### src/rtl/pi_pkg.sv
package pi_pkg;
  typedef enum logic [1:0] {ST_NORM = 2'd0, ST_AIS = 2'd1, ST_LOP = 2'd2} pstate_e;
  typedef enum logic [2:0] {
    FK_AIS, FK_INC, FK_DEC, FK_NDF, FK_NORMP, FK_CONC, FK_INV
  } fkind_e;
  localparam int WORD_W = 16;
  localparam logic [3:0] FLAG_NORM = 4'b0110;
  localparam logic [3:0] FLAG_SET  = 4'b1001;
endpackage

### src/rtl/ptr_classify.sv
module ptr_classify import pi_pkg::*; #(
  parameter int PTR_W   = 10,
  parameter int PTR_MAX = 782
) (
  input  logic [WORD_W-1:0] word,
  input  logic [PTR_W-1:0]  act,
  input  logic              in_norm,
  input  logic              concat_exp,
  output fkind_e            kind,
  output logic [PTR_W-1:0]  ptr
);
  localparam int HALF_N = PTR_W / 2;
  localparam int MAJ    = HALF_N / 2;

  logic [3:0]       flag;
  logic [PTR_W-1:0] diff;
  logic [HALF_N-1:0] ibit, dbit;
  logic is_ais, is_conc, in_range, maj_i, maj_d, f_norm, f_set;

  assign flag     = word[WORD_W-1:WORD_W-4];
  assign ptr      = word[PTR_W-1:0];
  assign diff     = ptr ^ act;
  assign is_ais   = &word;
  assign f_norm   = (flag == FLAG_NORM);
  assign f_set    = (flag == FLAG_SET);
  assign is_conc  = f_set && (&ptr);
  assign in_range = (ptr <= PTR_W'(PTR_MAX));

  for (genvar g = 0; g < HALF_N; g++) begin : g_split
    assign ibit[g] = diff[2*g+1];
    assign dbit[g] = diff[2*g];
  end

  assign maj_i = ($countones(ibit) > MAJ);
  assign maj_d = ($countones(dbit) > MAJ);

  always_comb begin
    if (is_ais)                                      kind = FK_AIS;
    else if (concat_exp)                             kind = is_conc ? FK_CONC : FK_INV;
    else if (in_norm && f_norm && maj_i && !maj_d)   kind = FK_INC;
    else if (in_norm && f_norm && maj_d && !maj_i)   kind = FK_DEC;
    else if (f_set && in_range)                      kind = FK_NDF;
    else if (f_norm && in_range)                     kind = FK_NORMP;
    else                                             kind = FK_INV;
  end
endmodule

### src/rtl/ptr_fsm.sv
module ptr_fsm import pi_pkg::*; #(
  parameter int PTR_W   = 10,
  parameter int PTR_MAX = 782,
  parameter int INV_N   = 9,
  parameter int AIS_N   = 3,
  parameter int ACC_N   = 3
) (
  input  logic             clk,
  input  logic             rst_n,
  input  logic             vld,
  input  fkind_e           kind,
  input  logic [PTR_W-1:0] ptr,
  output pstate_e          st,
  output logic [PTR_W-1:0] act,
  output logic             inc_o,
  output logic             dec_o,
  output logic             jmp_o,
  output logic             chg_o
);
  localparam int IW = $clog2(INV_N + 1);
  localparam int SW = $clog2(AIS_N + 1);
  localparam int CW = $clog2(ACC_N + 1);

  logic [IW-1:0] inv_c, n_inv;
  logic [SW-1:0] ais_c, n_ais;
  logic [CW-1:0] acc_c, n_acc;
  logic [PTR_W-1:0] cand, n_cand, n_act;
  pstate_e n_st;
  logic n_inc, n_dec, n_jmp, bump;

  always_comb begin
    n_st = st; n_act = act; n_inv = inv_c; n_ais = ais_c;
    n_acc = acc_c; n_cand = cand;
    n_inc = 1'b0; n_dec = 1'b0; n_jmp = 1'b0; bump = 1'b0;
    if (vld) begin
      n_ais = '0;
      unique case (kind)
        FK_AIS: begin
          if (ais_c < SW'(AIS_N)) n_ais = ais_c + SW'(1);
          n_inv = '0; n_acc = '0;
          if (ais_c >= SW'(AIS_N - 1)) n_st = ST_AIS;
        end
        FK_INC: begin
          n_act = (act == PTR_W'(PTR_MAX)) ? '0 : act + PTR_W'(1);
          n_inc = 1'b1; n_inv = '0; n_acc = '0;
        end
        FK_DEC: begin
          n_act = (act == '0) ? PTR_W'(PTR_MAX) : act - PTR_W'(1);
          n_dec = 1'b1; n_inv = '0; n_acc = '0;
        end
        FK_NDF: begin
          n_act = ptr; n_st = ST_NORM; n_jmp = 1'b1;
          n_inv = '0; n_acc = '0;
        end
        FK_NORMP: begin
          if (st == ST_NORM && ptr == act) begin
            n_inv = '0; n_acc = '0;
          end else begin
            if (acc_c != '0 && ptr == cand) n_acc = acc_c + CW'(1);
            else begin n_acc = CW'(1); n_cand = ptr; end
            if (n_acc >= CW'(ACC_N)) begin
              n_act = ptr; n_st = ST_NORM; n_jmp = 1'b1;
              n_inv = '0; n_acc = '0;
            end else bump = 1'b1;
          end
        end
        FK_CONC: begin
          if (st == ST_NORM) begin
            n_inv = '0; n_acc = '0;
          end else if (acc_c >= CW'(ACC_N - 1)) begin
            n_st = ST_NORM; n_inv = '0; n_acc = '0;
          end else n_acc = acc_c + CW'(1);
        end
        default: begin
          n_acc = '0; bump = 1'b1;
        end
      endcase
      if (bump) begin
        if (inv_c >= IW'(INV_N - 1)) begin
          n_inv = IW'(INV_N - 1);
          if (st != ST_LOP) begin n_st = ST_LOP; n_acc = '0; end
        end else n_inv = inv_c + IW'(1);
      end
    end
  end

  always_ff @(posedge clk or negedge rst_n) begin
    if (!rst_n) begin
      st <= ST_LOP; act <= '0; inv_c <= '0; ais_c <= '0; acc_c <= '0;
      cand <= '0; inc_o <= 1'b0; dec_o <= 1'b0; jmp_o <= 1'b0; chg_o <= 1'b0;
    end else begin
      st <= n_st; act <= n_act; inv_c <= n_inv; ais_c <= n_ais;
      acc_c <= n_acc; cand <= n_cand;
      inc_o <= n_inc; dec_o <= n_dec; jmp_o <= n_jmp;
      chg_o <= (n_st != st);
    end
  end
endmodule

### src/rtl/pointer_interp.sv
module pointer_interp import pi_pkg::*; #(
  parameter int PTR_W   = 10,
  parameter int PTR_MAX = 782,
  parameter int INV_N   = 9,
  parameter int AIS_N   = 3,
  parameter int ACC_N   = 3
) (
  input  logic             clk,
  input  logic             rst_n,
  input  logic             in_valid,
  output logic             in_ready,
  input  logic [7:0]       in_h1,
  input  logic [7:0]       in_h2,
  input  logic             concat_exp,
  output logic [1:0]       ptr_state,
  output logic [PTR_W-1:0] ptr_value,
  output logic             inc_evt,
  output logic             dec_evt,
  output logic             jump_evt,
  output logic             state_chg
);
  fkind_e           kind;
  logic [PTR_W-1:0] rx_ptr;
  pstate_e          st;

  assign in_ready  = 1'b1;
  assign ptr_state = st;

  ptr_classify #(.PTR_W(PTR_W), .PTR_MAX(PTR_MAX)) u_cls (
    .word({in_h1, in_h2}), .act(ptr_value), .in_norm(st == ST_NORM),
    .concat_exp(concat_exp), .kind(kind), .ptr(rx_ptr)
  );

  ptr_fsm #(.PTR_W(PTR_W), .PTR_MAX(PTR_MAX), .INV_N(INV_N),
            .AIS_N(AIS_N), .ACC_N(ACC_N)) u_fsm (
    .clk(clk), .rst_n(rst_n), .vld(in_valid && in_ready), .kind(kind),
    .ptr(rx_ptr), .st(st), .act(ptr_value), .inc_o(inc_evt),
    .dec_o(dec_evt), .jmp_o(jump_evt), .chg_o(state_chg)
  );
endmodule

### config.mk
export PLATFORM = sky130hd
export DESIGN_NAME = pointer_interp
export DESIGN_NICKNAME = d
export VERILOG_FILES = /design/src/rtl/pi_pkg.sv /design/src/rtl/ptr_classify.sv /design/src/rtl/ptr_fsm.sv /design/src/rtl/pointer_interp.sv
export SDC_FILE = /design/constraint.sdc
export NUM_CORES = 1
export LEC_CHECK = 0
export ABC_AREA = 1
export CORE_MARGIN = 1.5
export CORE_UTILIZATION = 45
export CTS_CLUSTER_DIAMETER = 60
export CTS_CLUSTER_SIZE = 12
export DETAILED_ROUTE_END_ITERATION = 6
export GPL_TIMING_DRIVEN = 0
export PLACE_DENSITY = 0.65
export REMOVE_ABC_BUFFERS = 1
export SLEW_MARGIN = 10
export SYNTH_ARGS = -nofsm -noshare
export SYNTH_HDL_FRONTEND = slang
export SYNTH_SLANG_ARGS = --single-unit
### constraint.sdc
create_clock -name clk -period 5.8 [get_ports clk]
set_input_delay 1.16 -clock clk [delete_from_list [all_inputs] [get_ports clk]]
set_output_delay 1.16 -clock clk [all_outputs]
set_load 0.05 [all_outputs]
==> results.md <==
* WP buf/inv at 6
* Worst EP arrival at around 5.2 ns
* Max H-tree Level at 2
* Max Buffers Root-to-Sink at 2
* CTS clk-pin slew, worst paths at roughly 0.07 ns
* # rows at 29
* Main combinational cell family by area after synthesis: simple AND/OR/NAND/NOR gates
* Main synth FF type: dfrtp_1
* Worst-skew pair later-pin latency at around 0.29 ns
* Minimum clock period at 4.98 ns
* Inserted Diodes at 0
* Total wire length at 7.34 mm
* Worst Skew at between 0.006 and 0.007 ns
* Drt wl/cell at approximately 14 um
* Sink Count at 34
* Placed cells at 512
* Post-synth EDFFs at 0
* Synthesis-to-layout area growth at 15.8%
* Post-DR vias/cell at ~5.3
* Syn_area_per_cell at about 7.3 sq um
* Worst hold slack at just over 0.5 ns
* ANT nets after route at 0
* Status: completed
* Worst slew margin at 0.666
* Yosys warning count at 0
* Die Footprint at 0.00717 sq mm
* Commonest non-fill, non-tap cell in the layout: nand2_1
* Unrepaired setup endpoints after global routing: false
* Post-Synth Adder-Cell Area at 0.0892
* Synthesized cell area at 0.00300 sq mm
* TritonCTS clock tree: yes
* Most used cell, CP: nand2_1
* Ranking of synthesized cells by area: dfrtp_1 28%, nand2_1 11%, inv_1 8.0%, ha_1 6.3%, xor2_1 6.1%
* TritonRoute pass-1 iters at 4
* Largest net degree at the start of global routing at 35
* Post-cts sizing count at 0
* CP Data Required Time at 6.01 ns
* Post-synth top area share at 0.275
* Area share of xor/xnor cells in the synthesized design at 0.0788
* R2R setup slack at roughly 1.7 ns
* Crit-path max FO at 16
* CP endpoint kind: flop
* Non-Filler Instances at 520
* Final Setup Violations at 0
* CP Cell Sequence: clkdlybuf4s50_1 -> xnor2_1 -> inv_1 -> ha_1 -> fa_1 -> inv_1 -> fa_1 -> inv_1 -> nand2_1 -> nand2_1 -> nor2_1 -> nand2_1 -> nand2_1 -> nand2_1 -> nand2_4 -> inv_2 -> nand2_1 -> nand2_1 -> nand3_2 -> inv_2 -> nor2_1 -> a41oi_1
* Post-CTS Setup Bufs at 0
* Dpl hpwl at approximately 5.7 mm
* Crit path largest cell delay at 0.48 ns
* 1st-iter DRT viols at between 100 and 150
* Critical path's slowest cell: clkdlybuf4s50_1
* Final Cycle Share at 0.859
* Post-route DRC at 0
* Design Power at ~1.5 mW
* CTS Buf Count at 5
* Number of synthesized register bits at 34
* Hold crit path type: flop to flop
* Worst Setup Path Type: input pin to flop
* Most frequent cells in the layout: 85 x nand2_1, 64 x inv_1, 34 x nor2_1, 34 x clkdlybuf4s50_1, 33 x dfrtp_1
* VDD IR max at 355 uV
* Crit path max-delay family: simple AND/OR/NAND/NOR gates
* Port-buffer cells at 35
* LEAKAGE at 1.65 nW
* Seq/Total Area, Yosys at 0.284
* Post-synthesis mux area share at 0.00500
* Initial Util at 0.470
* Max Slew Vio Count at 0
* Worst-Margin Slew at 0.499 ns
* Synth cell types at between 40 and 50
* Final TNS setup at 0 ns
* Via count at approximately 2,800
* IO Pins at 37
* Type of origin of the critical path: input pin
* Share of cells above drive strength 1 at 0.0858
* Simple-Gate Fraction of Synth Area at 0.292
* Mapped Cells at 411
* Root buffer cell: clkbuf_8
* Core area at around 0.0064 sq mm
* Final #Nets at 481
* First-pass GRT wire length at about 13 mm
* FMAX at about 200 MHz
* Die width at 84.7 um
* Share of flip-flops with an asynchronous set or reset at 1.00
* Hold_buf cts at 0
* Cell taking the most area after synthesis: dfrtp_1
* Global placement routability congestion at 0.930
* Total congestion overflow at 0
* Post-synthesis compound-gate area fraction at 0.138
* GRT Util Overall at 0.220
* Vias in the first global route at approximately 2,700
* Final hold viol count at 0
* Max_cap viols at 0
* Die Y at about 85 um
* Initial antenna violation count at 0
* Power per cell area at 446 mW/mm^2
==> power by group <==
part | internal, mW | switching [mW] | total (mW)
sequential | 0.312 | 0.114 | 0.426
combinational | 0.365 | 0.574 | 0.939
clock | 0.0958 | 0.0881 | 0.184
total | 0.773 | 0.776 | 1.55
==> final cells by class <==
cell class | count | area [sq um]
clock inverter | 1 | 5.00
multi-input combinational | 297 | 1810
inverter | 68 | 255
sequential | 34 | 852
timing repair buffer | 36 | 365
tap | 77 | 96.3
clock buffer | 7 | 86.3
fill | 664 | 2910
==> cell usage after synthesis (4+ instances only) <==
master and instances:
fa_1 4, xnor2_1 6, nand4_1 17, o21ai_2 8
inv_2 4, nand3_1 27, dfrtp_1 33, xor2_1 21
ha_1 15, nor3_1 11, inv_1 64, o22ai_1 4
nor2_1 34, o21ai_1 6, a21oi_1 10, nand2_1 85
buf_2 7, o221ai_1 6, o21ai_0 15
==> final timing paths <==
kind	startpoint	depth (start not counted)	end
worst max register to register	u_fsm.act[2]	21	u_fsm.act[8]
max in group asynchronous	rst_n	2	u_fsm.st[1]
min in group asynchronous	rst_n	2	u_fsm.chg_o
worst min-delay path	u_fsm.cand[3]	2	u_fsm.cand[3]
worst max-delay path	in_h2[2]	22	u_fsm.act[8]
worst min register to register	u_fsm.cand[3]	2	u_fsm.cand[3]
==> tightest hold or removal path, cell delays in order (launching register included) <==
cell	delay (ns)
dfrtp_1	0.35
nand2_1	0.07
o21ai_2	0.05
==> cell families (layout without fill, tap and decap cells) <==
group                      after synthesis  count (layout)
xor gates and xnor gates                27              27
AOI/OAI and AO/OA                       61              61
and+or+nand+nor                        188             188
other                                    1               1
buffers and inverters                   80             112
DFF                                     34              34
adders and majority gates               19              19
muxes                                    1               1
==> sequential cells by signal (all words and copies together), names as in the netlist <==
signal / count
u_fsm.acc_c: 2
u_fsm.act: 10
u_fsm.ais_c: 2
u_fsm.cand: 10
u_fsm.chg_o: 1
u_fsm.dec_o: 1
u_fsm.inc_o: 1
u_fsm.inv_c: 4
u_fsm.jmp_o: 1
u_fsm.st: 2
==> layer usage <==
layer	global-route usage	up-vias	wire length, um	share of wire
li1	-	1397	-	-
met1	0.286	1255	3220	0.44
met2	0.368	90	3520	0.48
met3	0.0393	12	446	0.061
met4	0.0748	0	148	0.020
met5	0	-	0	0
==> per-stage QoR <==
step | cell area [sq um] | setup WS (ns) | utilization
after global placement | 3370 | 0.594 | 0.527
after global routing | 3470 | 0.496 | 0.544
after detailed placement | 3380 | 0.537 | 0.530
final | 3470 | 0.817 | 0.544
after CTS | 3470 | 0.855 | 0.544
after floorplan | 2920 | 1.63 | -
(Power assumes the default switching activity.)
